File: src/rtl/esc_tx_pkg.sv
package esc_tx_pkg;

  localparam int unsigned SYM_W = 8;

  typedef enum logic [1:0] {
    MODE_LPDT = 2'd0,
    MODE_ULPS = 2'd1,
    MODE_TRIG = 2'd2,
    MODE_NONE = 2'd3
  } esc_mode_e;

  typedef enum logic [2:0] {
    ST_STOP, ST_ENTRY, ST_CMD, ST_BYTE, ST_PAUSE, ST_ULPS, ST_EXIT
  } esc_state_e;

  localparam logic [1:0] LN_STOP  = 2'b11;
  localparam logic [1:0] LN_M1    = 2'b10;
  localparam logic [1:0] LN_M0    = 2'b01;
  localparam logic [1:0] LN_SPACE = 2'b00;

  function automatic logic [SYM_W-1:0] cmd_code(esc_mode_e m);
    case (m)
      MODE_LPDT: cmd_code = 8'b1110_0001;
      MODE_ULPS: cmd_code = 8'b0001_1110;
      MODE_TRIG: cmd_code = 8'b0110_0010;
      default:   cmd_code = '0;
    endcase
  endfunction

endpackage

File: src/rtl/esc_tx_timer.sv
module esc_tx_timer #(
  parameter int unsigned HOLD_W = 8
) (
  input  logic              clk_i,
  input  logic              rst_ni,
  input  logic              load_i,
  input  logic [HOLD_W-1:0] hold_i,
  output logic              tick_o
);

  logic [HOLD_W-1:0] cnt_q;

  // hold of 0 loads 0, so it behaves as 1
  always_ff @(posedge clk_i or negedge rst_ni) begin
    if (!rst_ni)              cnt_q <= '0;
    else if (load_i)          cnt_q <= (hold_i == '0) ? '0 : hold_i - 1'b1;
    else if (cnt_q != '0)     cnt_q <= cnt_q - 1'b1;
  end

  assign tick_o = (cnt_q == '0);

endmodule

File: src/rtl/esc_tx_ser.sv
module esc_tx_ser
  import esc_tx_pkg::*;
#(
  parameter int unsigned W = 8
) (
  input  logic         clk_i,
  input  logic         rst_ni,
  input  logic         load_i,
  input  logic [W-1:0] word_i,
  input  logic         msb_first_i,
  input  logic         step_i,
  output logic [1:0]   line_o,
  output logic         last_o
);

  localparam int unsigned IDX_W = (W > 1) ? $clog2(W) : 1;

  logic [W-1:0]     sh_q;
  logic [IDX_W-1:0] idx_q;
  logic             space_q;
  logic             msb_q;
  logic             cur_bit;

  assign cur_bit = msb_q ? sh_q[W-1] : sh_q[0];
  assign line_o  = space_q ? LN_SPACE : (cur_bit ? LN_M1 : LN_M0);
  assign last_o  = space_q && (idx_q == IDX_W'(W-1));

  always_ff @(posedge clk_i or negedge rst_ni) begin
    if (!rst_ni) begin
      sh_q    <= '0;
      idx_q   <= '0;
      space_q <= 1'b0;
      msb_q   <= 1'b0;
    end else if (load_i) begin
      sh_q    <= word_i;
      idx_q   <= '0;
      space_q <= 1'b0;
      msb_q   <= msb_first_i;
    end else if (step_i) begin
      if (!space_q) begin
        space_q <= 1'b1;
      end else begin
        space_q <= 1'b0;
        idx_q   <= idx_q + 1'b1;
        sh_q    <= msb_q ? (sh_q << 1) : (sh_q >> 1);
      end
    end
  end

  AST_MARK_THEN_SPACE: assert property (@(posedge clk_i) disable iff (!rst_ni)
    (step_i && !load_i && !space_q) |=> (line_o == LN_SPACE));

endmodule

File: src/rtl/esc_tx.sv
module esc_tx
  import esc_tx_pkg::*;
#(
  parameter int unsigned HOLD_W = 8
) (
  input  logic              clk_i,
  input  logic              rst_ni,
  input  logic [HOLD_W-1:0] hold_i,
  input  logic              req_i,
  input  logic [1:0]        mode_i,
  input  logic              exit_i,
  input  logic [SYM_W-1:0]  data_i,
  input  logic              valid_i,
  output logic              ready_o,
  output logic [1:0]        line_o,
  output logic              busy_o
);

  esc_state_e state_q, state_d;
  esc_mode_e  mode_q, mode_d;
  logic [1:0] entry_q, entry_d;

  logic             tick, tmr_load;
  logic             ser_load, ser_msb, ser_step, ser_last;
  logic [SYM_W-1:0] ser_word;
  logic [1:0]       ser_line;
  logic             boundary;

  esc_tx_timer #(.HOLD_W(HOLD_W)) i_timer (
    .clk_i  (clk_i),
    .rst_ni (rst_ni),
    .load_i (tmr_load),
    .hold_i (hold_i),
    .tick_o (tick)
  );

  esc_tx_ser #(.W(SYM_W)) i_ser (
    .clk_i       (clk_i),
    .rst_ni      (rst_ni),
    .load_i      (ser_load),
    .word_i      (ser_word),
    .msb_first_i (ser_msb),
    .step_i      (ser_step),
    .line_o      (ser_line),
    .last_o      (ser_last)
  );

  assign boundary = tick && ((state_q == ST_CMD && ser_last && mode_q == MODE_LPDT) ||
                             (state_q == ST_BYTE && ser_last) ||
                             (state_q == ST_PAUSE));
  assign ready_o  = boundary;
  assign busy_o   = (state_q != ST_STOP);

  always_comb begin
    state_d  = state_q;
    mode_d   = mode_q;
    entry_d  = entry_q;
    tmr_load = 1'b0;
    ser_load = 1'b0;
    ser_step = 1'b0;
    ser_msb  = 1'b1;
    ser_word = cmd_code(mode_q);
    case (state_q)
      ST_STOP: if (req_i && mode_i != MODE_NONE) begin
        state_d  = ST_ENTRY;
        entry_d  = 2'd0;
        mode_d   = esc_mode_e'(mode_i);
        tmr_load = 1'b1;
      end
      ST_ENTRY: if (tick) begin
        tmr_load = 1'b1;
        if (entry_q == 2'd3) begin
          state_d  = ST_CMD;
          ser_load = 1'b1;
        end else begin
          entry_d = entry_q + 2'd1;
        end
      end
      ST_CMD, ST_BYTE: if (tick) begin
        if (!ser_last) begin
          ser_step = 1'b1;
          tmr_load = 1'b1;
        end else if (state_q == ST_CMD && mode_q == MODE_ULPS) begin
          state_d = ST_ULPS;
        end else if (state_q == ST_CMD && mode_q == MODE_TRIG) begin
          state_d  = ST_EXIT;
          tmr_load = 1'b1;
        end
      end
      ST_ULPS: if (exit_i) begin
        state_d  = ST_EXIT;
        tmr_load = 1'b1;
      end
      ST_EXIT: if (tick) state_d = ST_STOP;
      default: ;
    endcase
    // data-mode byte boundary: take a byte, leave, or pause
    if (boundary) begin
      tmr_load = 1'b1;
      if (valid_i) begin
        state_d  = ST_BYTE;
        ser_load = 1'b1;
        ser_word = data_i;
        ser_msb  = 1'b0;
      end else if (exit_i) begin
        state_d = ST_EXIT;
      end else begin
        state_d = ST_PAUSE;
      end
    end
  end

  always_ff @(posedge clk_i or negedge rst_ni) begin
    if (!rst_ni) begin
      state_q <= ST_STOP;
      mode_q  <= MODE_LPDT;
      entry_q <= 2'd0;
    end else begin
      state_q <= state_d;
      mode_q  <= mode_d;
      entry_q <= entry_d;
    end
  end

  always_comb begin
    case (state_q)
      ST_ENTRY: case (entry_q)
        2'd0:    line_o = LN_M1;
        2'd2:    line_o = LN_M0;
        default: line_o = LN_SPACE;
      endcase
      ST_CMD, ST_BYTE:   line_o = ser_line;
      ST_PAUSE, ST_ULPS: line_o = LN_SPACE;
      ST_EXIT:           line_o = LN_M1;
      default:           line_o = LN_STOP;
    endcase
  end

  AST_LINE_HELD: assert property (@(posedge clk_i) disable iff (!rst_ni)
    ((state_q inside {ST_ENTRY, ST_CMD, ST_BYTE, ST_PAUSE, ST_EXIT}) && !tick) |=> $stable(line_o));
  AST_BYTE_LSB_FIRST: assert property (@(posedge clk_i) disable iff (!rst_ni)
    (ready_o && valid_i) |=> (line_o == ($past(data_i[0]) ? LN_M1 : LN_M0)));
  AST_ENTRY_START: assert property (@(posedge clk_i) disable iff (!rst_ni)
    $rose(busy_o) |-> (line_o == LN_M1));
  AST_EXIT_MARK: assert property (@(posedge clk_i) disable iff (!rst_ni)
    $fell(busy_o) |-> ($past(line_o) == LN_M1));

endmodule

File: config.mk
export PLATFORM = sky130hd
export DESIGN_NAME = esc_tx
export DESIGN_NICKNAME = d
export VERILOG_FILES = /design/src/rtl/esc_tx_pkg.sv /design/src/rtl/esc_tx_timer.sv /design/src/rtl/esc_tx_ser.sv /design/src/rtl/esc_tx.sv
export SDC_FILE = /design/constraint.sdc
export NUM_CORES = 1
export LEC_CHECK = 0
export ABC_AREA = 1
export BUFFER_PORTS_ARGS = -buffer_cell sky130_fd_sc_hd__buf_4
export CAP_MARGIN = 20
export CORE_ASPECT_RATIO = 1.2
export CORE_MARGIN = 2
export CORE_UTILIZATION = 50
export CTS_CLUSTER_SIZE = 10
export DETAILED_ROUTE_END_ITERATION = 8
export PLACE_DENSITY = 0.78
export SLEW_MARGIN = 30
export SYNTH_ARGS = -nofsm -noshare
export SYNTH_HDL_FRONTEND = slang
export SYNTH_SLANG_ARGS = --single-unit
File: constraint.sdc
create_clock -name clk_i -period 2.4 [get_ports clk_i]
set_input_delay 0.24 -clock clk_i [delete_from_list [all_inputs] [get_ports clk_i]]
set_output_delay 0.24 -clock clk_i [all_outputs]
set_load 0.01 [all_outputs]
# Word-level counts from Yosys, hierarchy flattened
# Index checks and enable logic that the tools add are counted.
word_totals:
  reg_bits: 28
  latch_bits: 0
  ramBits: 0
  romBits: 0
  input_bits: 23
  elab_cells: 120
  n_memories: 0
op_classes:
  add_sub_neg: 4
  multipliers: 0
  n_div: 0
  magnitude_cmp: 0
  eq_ne: 23
  shifts: 0
  muxes: 57
  bitwise_logic: 0
  n_reduce_logical: 28
op_table:
  columns: ["cell", "count"]
  rows:
  - ["2-to-1 mux 8 bit", 9]
  - ["2-to-1 mux 3 bit", 14]
  - ["case mux 8 bit (3 select lines)", 1]
  - ["2-to-1 mux 1 bit", 22]
  - ["inequality test 3 bit, second input constant", 7]
  - ["zero test 8 bit", 2]
  - ["subtractor 8 x 1 -> 8 bit, second input constant", 2]
  - ["case mux 3 bit (5 select lines)", 1]
  - ["equality test 3 bit, second input constant", 4]
  - ["2-to-1 mux 2 bit", 6]
  - ["AND reduction 9 bit", 1]
  - ["logical AND 1 bit", 8]
  - ["inequality test 2 bit, second input constant", 4]
  - ["case mux 2 bit (2 select lines)", 2]
  - ["case mux 2 bit (4 select lines)", 1]
  - ["nonzero test 2 bit", 4]
  - ["nonzero test 8 bit", 1]
  - ["equality test 2 bit, second input constant", 3]
  - ["equality test 3 x 2 -> 1 bit, second input constant", 2]
  - ["nonzero test 6 bit", 1]
  - ["zero test 2 bit", 2]
  - ["inequality test 4 bit, second input constant", 1]
  - ["case mux 1 bit (4 select lines)", 1]
  - ["AND reduction 2 bit", 2]
  - ["9 further kinds", 11]

# Logic depth before layout (Yosys ltp)
logic_depth:
  word_depth: 10
  mapped_depth: 13

# By module
# Synthesis repeated with hierarchy kept, for this count alone.
hier_totals:
  cells_unflattened: 352
  area_unflattened_um2: 2290.9
by_module_without_submodules:
  columns: ["mod", "instances", "cells_per_inst", "area_per_inst_um2"]
  rows:
  - ["esc_tx", 1, 137, 860.8]
  - ["esc_tx_ser", 1, 100, 715.7]
  - ["esc_tx_timer", 1, 115, 714.4]

# Worst setup path before layout
# No wires, ideal clock.
synth_path:
  path_kind: "register to register"
  start: "reg i_timer.cnt_q[0]"
  end: "reg i_timer.cnt_q[0]"
  setup_ns: 0.113
  arrival_time_ns: 1.599
  setup_slack_ns: 0.688
  path_stages_with_launch: 11
  path_buffers: 1
  path_cell_list: "dfrtp_1 > inv_1 > ha_1 > nand3_1 > nor2_8 > nand3_4 > nand3_1 > buf_4 > o21ai_0 > nand2_1 > inv_1"
synth_between:
  elab_chain_cells: 5
  elab_cells_between_ends: 11
synth_lines:
  columns: ["element", "line_no", "rtl"]
  rows:
  - ["start, declared", "esc_tx_timer.sv:11", "logic [HOLD_W-1:0] cnt_q;"]
  - ["start signal, assigned", "esc_tx_timer.sv:16", "else if (load_i) cnt_q <= (hold_i == '0) ? '0 : hold_i - 1'b1;"]
  - ["start signal, assigned", "esc_tx_timer.sv:17", "else if (cnt_q != '0) cnt_q <= cnt_q - 1'b1;"]
  - ["parallel branches: the longest is 5 deep, another holds subtractor 8 x 1 -> 8 bit", null, null]
# Several ways; the timed one is not identified. The select of a mux whose other input is x is not followed.
# A chain may end at the register's enable or synchronous reset.

# Worst setup path after layout
layout_path:
  start: "reg state_q[1]"
  end: "out ready_o"
layout_between:
  elab_chain_cells: 6
  elab_cells_between_ends: 9
layout_lines:
  columns: ["element", "line_no", "rtl"]
  rows:
  - ["start, declared", "esc_tx.sv:19", "esc_state_e state_q, state_d;"]
  - ["start signal, assigned", "esc_tx.sv:119", "state_q <= state_d;"]
  - ["equality test 3 x 2 -> 1 bit", "esc_tx.sv:48", "assign boundary = tick && ((state_q == ST_CMD && ser_last && mode_q == MODE_LPDT) ||"]
  - ["logical AND 1 bit (2 in series)", "esc_tx.sv:48", null]
  - ["logical OR 1 bit", "esc_tx.sv:48", null]
  - ["logical OR 1 bit (*)", "esc_tx.sv:49", "(state_q == ST_BYTE && ser_last) ||"]
  - ["logical AND 1 bit (*)", "esc_tx.sv:48", null]
  - ["end, declared", "esc_tx.sv:14", "output logic ready_o,"]
# Mark *: on every way between the ends. The rest lies on a longest branch, timed or not.

==> results.py <==
metrics = {
    "timing": {
        "worst_pin_slew_ns": 0.427,
        "rsz0062_at_grt": "false",
        "skew_ns": 0.0135,
        "min_period_over_period": 0.848,
        "final_max_slew_viol_count": 0,
        "slew_headroom": 0.715,
        "setup-tns-final_ns": 0,
        "timing.fmax_mhz": 491,
        "holdWs_ns": 0.155,
        "finalCriticalPeriod_ns": 2.04,
        "setup_violations": 0,
        "hold_viol": 0,
    },
    "global_route": {
        "grt-busiest-layer": "met2",
        "grt_pass1_wl_mm": 9.20,
        "gr-usage-met3": 0.0201,
        "gr-usage-met2": 0.383,
        "grt_use_met1": 0.289,
        "grt_max_degree": 29,
        "antenna_found_initial": 0,
        "grt_pass1_vias": 2095,
        "grt_use_total": 0.223,
        "grt_overflow": 0,
    },
    "placement": {
        "post_dp_cell_area_sq_um": 2570,
        "dpl.hpwl_mm": 4.13,
        "io_buffers": 26,
        "gp_congestion": 0.904,
    },
    "yosys": {
        "synth_edf_count": 0,
        "synth_top_area_cell": "dfrtp_1",
        "synthArstFlopShare": 1.00,
        "synthTopCellsByCount": "nand2_1 (97), inv_1 (47), nand3_1 (30), o21ai_0 (29), dfrtp_1 (28)",
        "synth.area.top_cells": "dfrtp_1 (30%), nand2_1 (16%), inv_1 (7.6%)",
        "syn-cell-area_sq_um": 2320,
        "synth.yosys.seq_area_share": 0.303,
        "synth_area_per_cell_sq_um": 6.81,
        "synth_top_area_share": 0.303,
        "ys_ff_latch": 28,
        "yosysWarnings": 0,
        "synth_cells": 340,
        "yosys.cell_count.top_type": "nand2_1",
        "synth.distinct_cells": 32,
        "synth_flop_cell": "dfrtp_1",
        "synth_fp_nets": 376,
    },
    "floorplan": {
        "start_util": 0.512,
        "dieArea_sq_um": 5190,
        "fp.dieW_um": 66.1,
        "fp.coreArea_sq_um": 4530,
        "row_count": 27,
        "ioPinCount": 27,
        "die_h_um": 78.6,
    },
    "route": {
        "ant_nets": 0,
        "totalWireLength_mm": 5.45,
        "drc": 0,
        "first_pass_iters": 4,
        "drt-vias-per-instance": 5.31,
        "drtIter0Drc": 204,
        "wire_per_inst_um": 12.8,
        "num_vias": 2263,
    },
    "power_and_ir_drop": {
        "seqPwrFrac": 0.438,
        "leakagePower_nw": 1.38,
        "internal_power_uw": 878,
        "p_comb_frac": 0.340,
        "p_per_area_nw_per_um2": 524,
        "irDropWorstVdd_v": 0.000257,
        "swShare": 0.364,
        "p_clk_frac": 0.222,
        "p_switching_uw": 503,
    },
    "worst_setup_path": {
        "cp.required_ns": 2.16,
        "worstPathArrival_ns": 1.80,
        "critPathKind": "flop to primary output",
        "slowest_stage": "dfrtp_1",
        "path_common_cell": "nand2_1",
        "max_stage_delay_ns": 0.50,
        "cp_cell_sequence": "inv_2, nand2_1, nand2_1, nand3_1, nor2_2, buf_4",
        "endpoint_kind": "primary output",
        "crit_path_start_kind": "flop",
        "cp_max_fo": 7,
    },
    "clock_network": {
        "clkLatencyLatePin_ns": 0.29,
        "ctsHtreeMaxLevel": 1,
        "clk_pin_slew_ns": 0.11,
        "cts.sinks": 28,
        "cts_resized": 0,
        "clockRootBuffer": "clkbuf_8",
        "cts_buffers": 3,
        "clockBufferDepth": 2,
        "tritoncts": "built",
    },
    "cells_and_area": {
        "fin_area_sq_um": 2630,
        "syn_to_final_growth_pct": 13.7,
        "diodes": 0,
        "drive_above_1_share": 0.144,
        "nNetsFinal": 405,
        "num-fill-cells": 451,
    },
    "status": {
        "status": "finished, final reports clean",
    },
    "run": {
        "drv_cap": 0,
    },
    "worst_hold_path": {
        "hold_path.class": "input port to flop",
    },
}
[through the flow]
step	total power [mW]	std cells	setup WS (ns)	util
finish	1.38	426	0.365	0.582
global placement	1.07	421	0.477	0.567
detailed placement	1.08	421	0.420	0.567
global route	1.49	426	0.185	0.582
CTS	1.38	426	0.379	0.582
floorplan	0.945	340	0.688	-
[cell families after synthesis]
kind of cell    synth area share
simple gates               0.356
compound gates             0.135
buf+inv                   0.0924
flops                      0.303
fa+ha+maj                 0.0702
xor+xnor                  0.0265
mux                       0.0173
[final timing paths]
path,slack [ns],startpoint,to,cells after the start
setup / recovery,0.36,state_q[1],ready_o,6
hold / removal,0.16,mode_i[1],mode_q[1],3
setup reg to reg,0.40,i_timer.cnt_q[0],i_timer.cnt_q[5],10
hold reg to reg,0.49,i_timer.cnt_q[1],i_timer.cnt_q[1],2
max in group asynchronous,1.72,rst_ni,state_q[1],2
min in group asynchronous,0.40,rst_ni,i_ser.sh_q[4],2
[metal layers]
layer  share of wire  vias up  routed length, um
met5               0        -                  0
met4           0.017        0                 91
met3           0.039        7                211
met2            0.49       52               2650
met1            0.46     1058               2490
li1                -     1146                  -
[critical path: cells and delay by family (launching register included)]
family	cells	cell delay [ns]
DFF	1	0.50
buffers and inverters	2	0.33
and+or+nand+nor	4	0.68
[layout by cell type (no fill, tap or decap)]
cell | Yosys | final
a21oi_1 | 15 | 15
a21oi_2 | 1 | 1
buf_4 | 1 | 26
clkbuf_8 | 0 | 4
dfrtp_1 | 28 | 28
dlygate4sd3_1 | 0 | 1
ha_1 | 13 | 13
inv_1 | 47 | 47
inv_2 | 6 | 6
mux2i_1 | 4 | 4
nand2_1 | 97 | 97
nand2_2 | 3 | 3
nand3_1 | 30 | 30
nand3_2 | 5 | 5
nand3_4 | 1 | 1
nand3b_1 | 1 | 1
nand4_1 | 3 | 3
nand4_4 | 2 | 2
nor2_1 | 27 | 27
nor2_2 | 2 | 2
nor2_4 | 1 | 1
nor2_8 | 1 | 1
nor3_1 | 2 | 2
o2111ai_1 | 1 | 1
o211ai_1 | 2 | 2
o21ai_0 | 29 | 29
o21ai_1 | 6 | 6
o21ai_4 | 1 | 1
o21bai_1 | 1 | 1
o22ai_1 | 1 | 1
xnor2_1 | 1 | 1
xor2_1 | 6 | 6
[what timing repair did]
action,CTS,global route
hold buffers,1,0
hold endpoints to repair,28,0
endpoints found under the setup margin,0,0
buffers inserted,0,0
[layout make-up]
type                    instances  area, sq um  share of cell area
inverters                      53          199              0.0755
well taps                      58         72.6              0.0276
multi-input cells             256         1400               0.532
repair buffers                 27          205              0.0779
flip-flops and latches         28          701               0.266
clock buffers                   4         55.1              0.0209
[registers in the layout, indices dropped and copies added (netlist names)]
| register | flops |
|---|---|
| mode_q | 2 |
| i_ser.msb_q | 1 |
| i_timer.cnt_q | 8 |
| state_q | 3 |
| i_ser.sh_q | 8 |
| i_ser.space_q | 1 |
| i_ser.idx_q | 3 |
| entry_q | 2 |
[power by group through the flow]
| stage | Sequential, mW | Clock [mW] | Combinational [mW] |
|---|---|---|---|
| final | 0.605 | 0.306 | 0.470 |
| after global routing | 0.615 | 0.329 | 0.543 |
| after CTS | 0.604 | 0.308 | 0.469 |
| after detailed placement | 0.615 | 0 | 0.462 |
| after global placement | 0.610 | 0 | 0.456 |
| after floorplan | 0.601 | 0 | 0.345 |
Power figures use the tool's default switching activity.
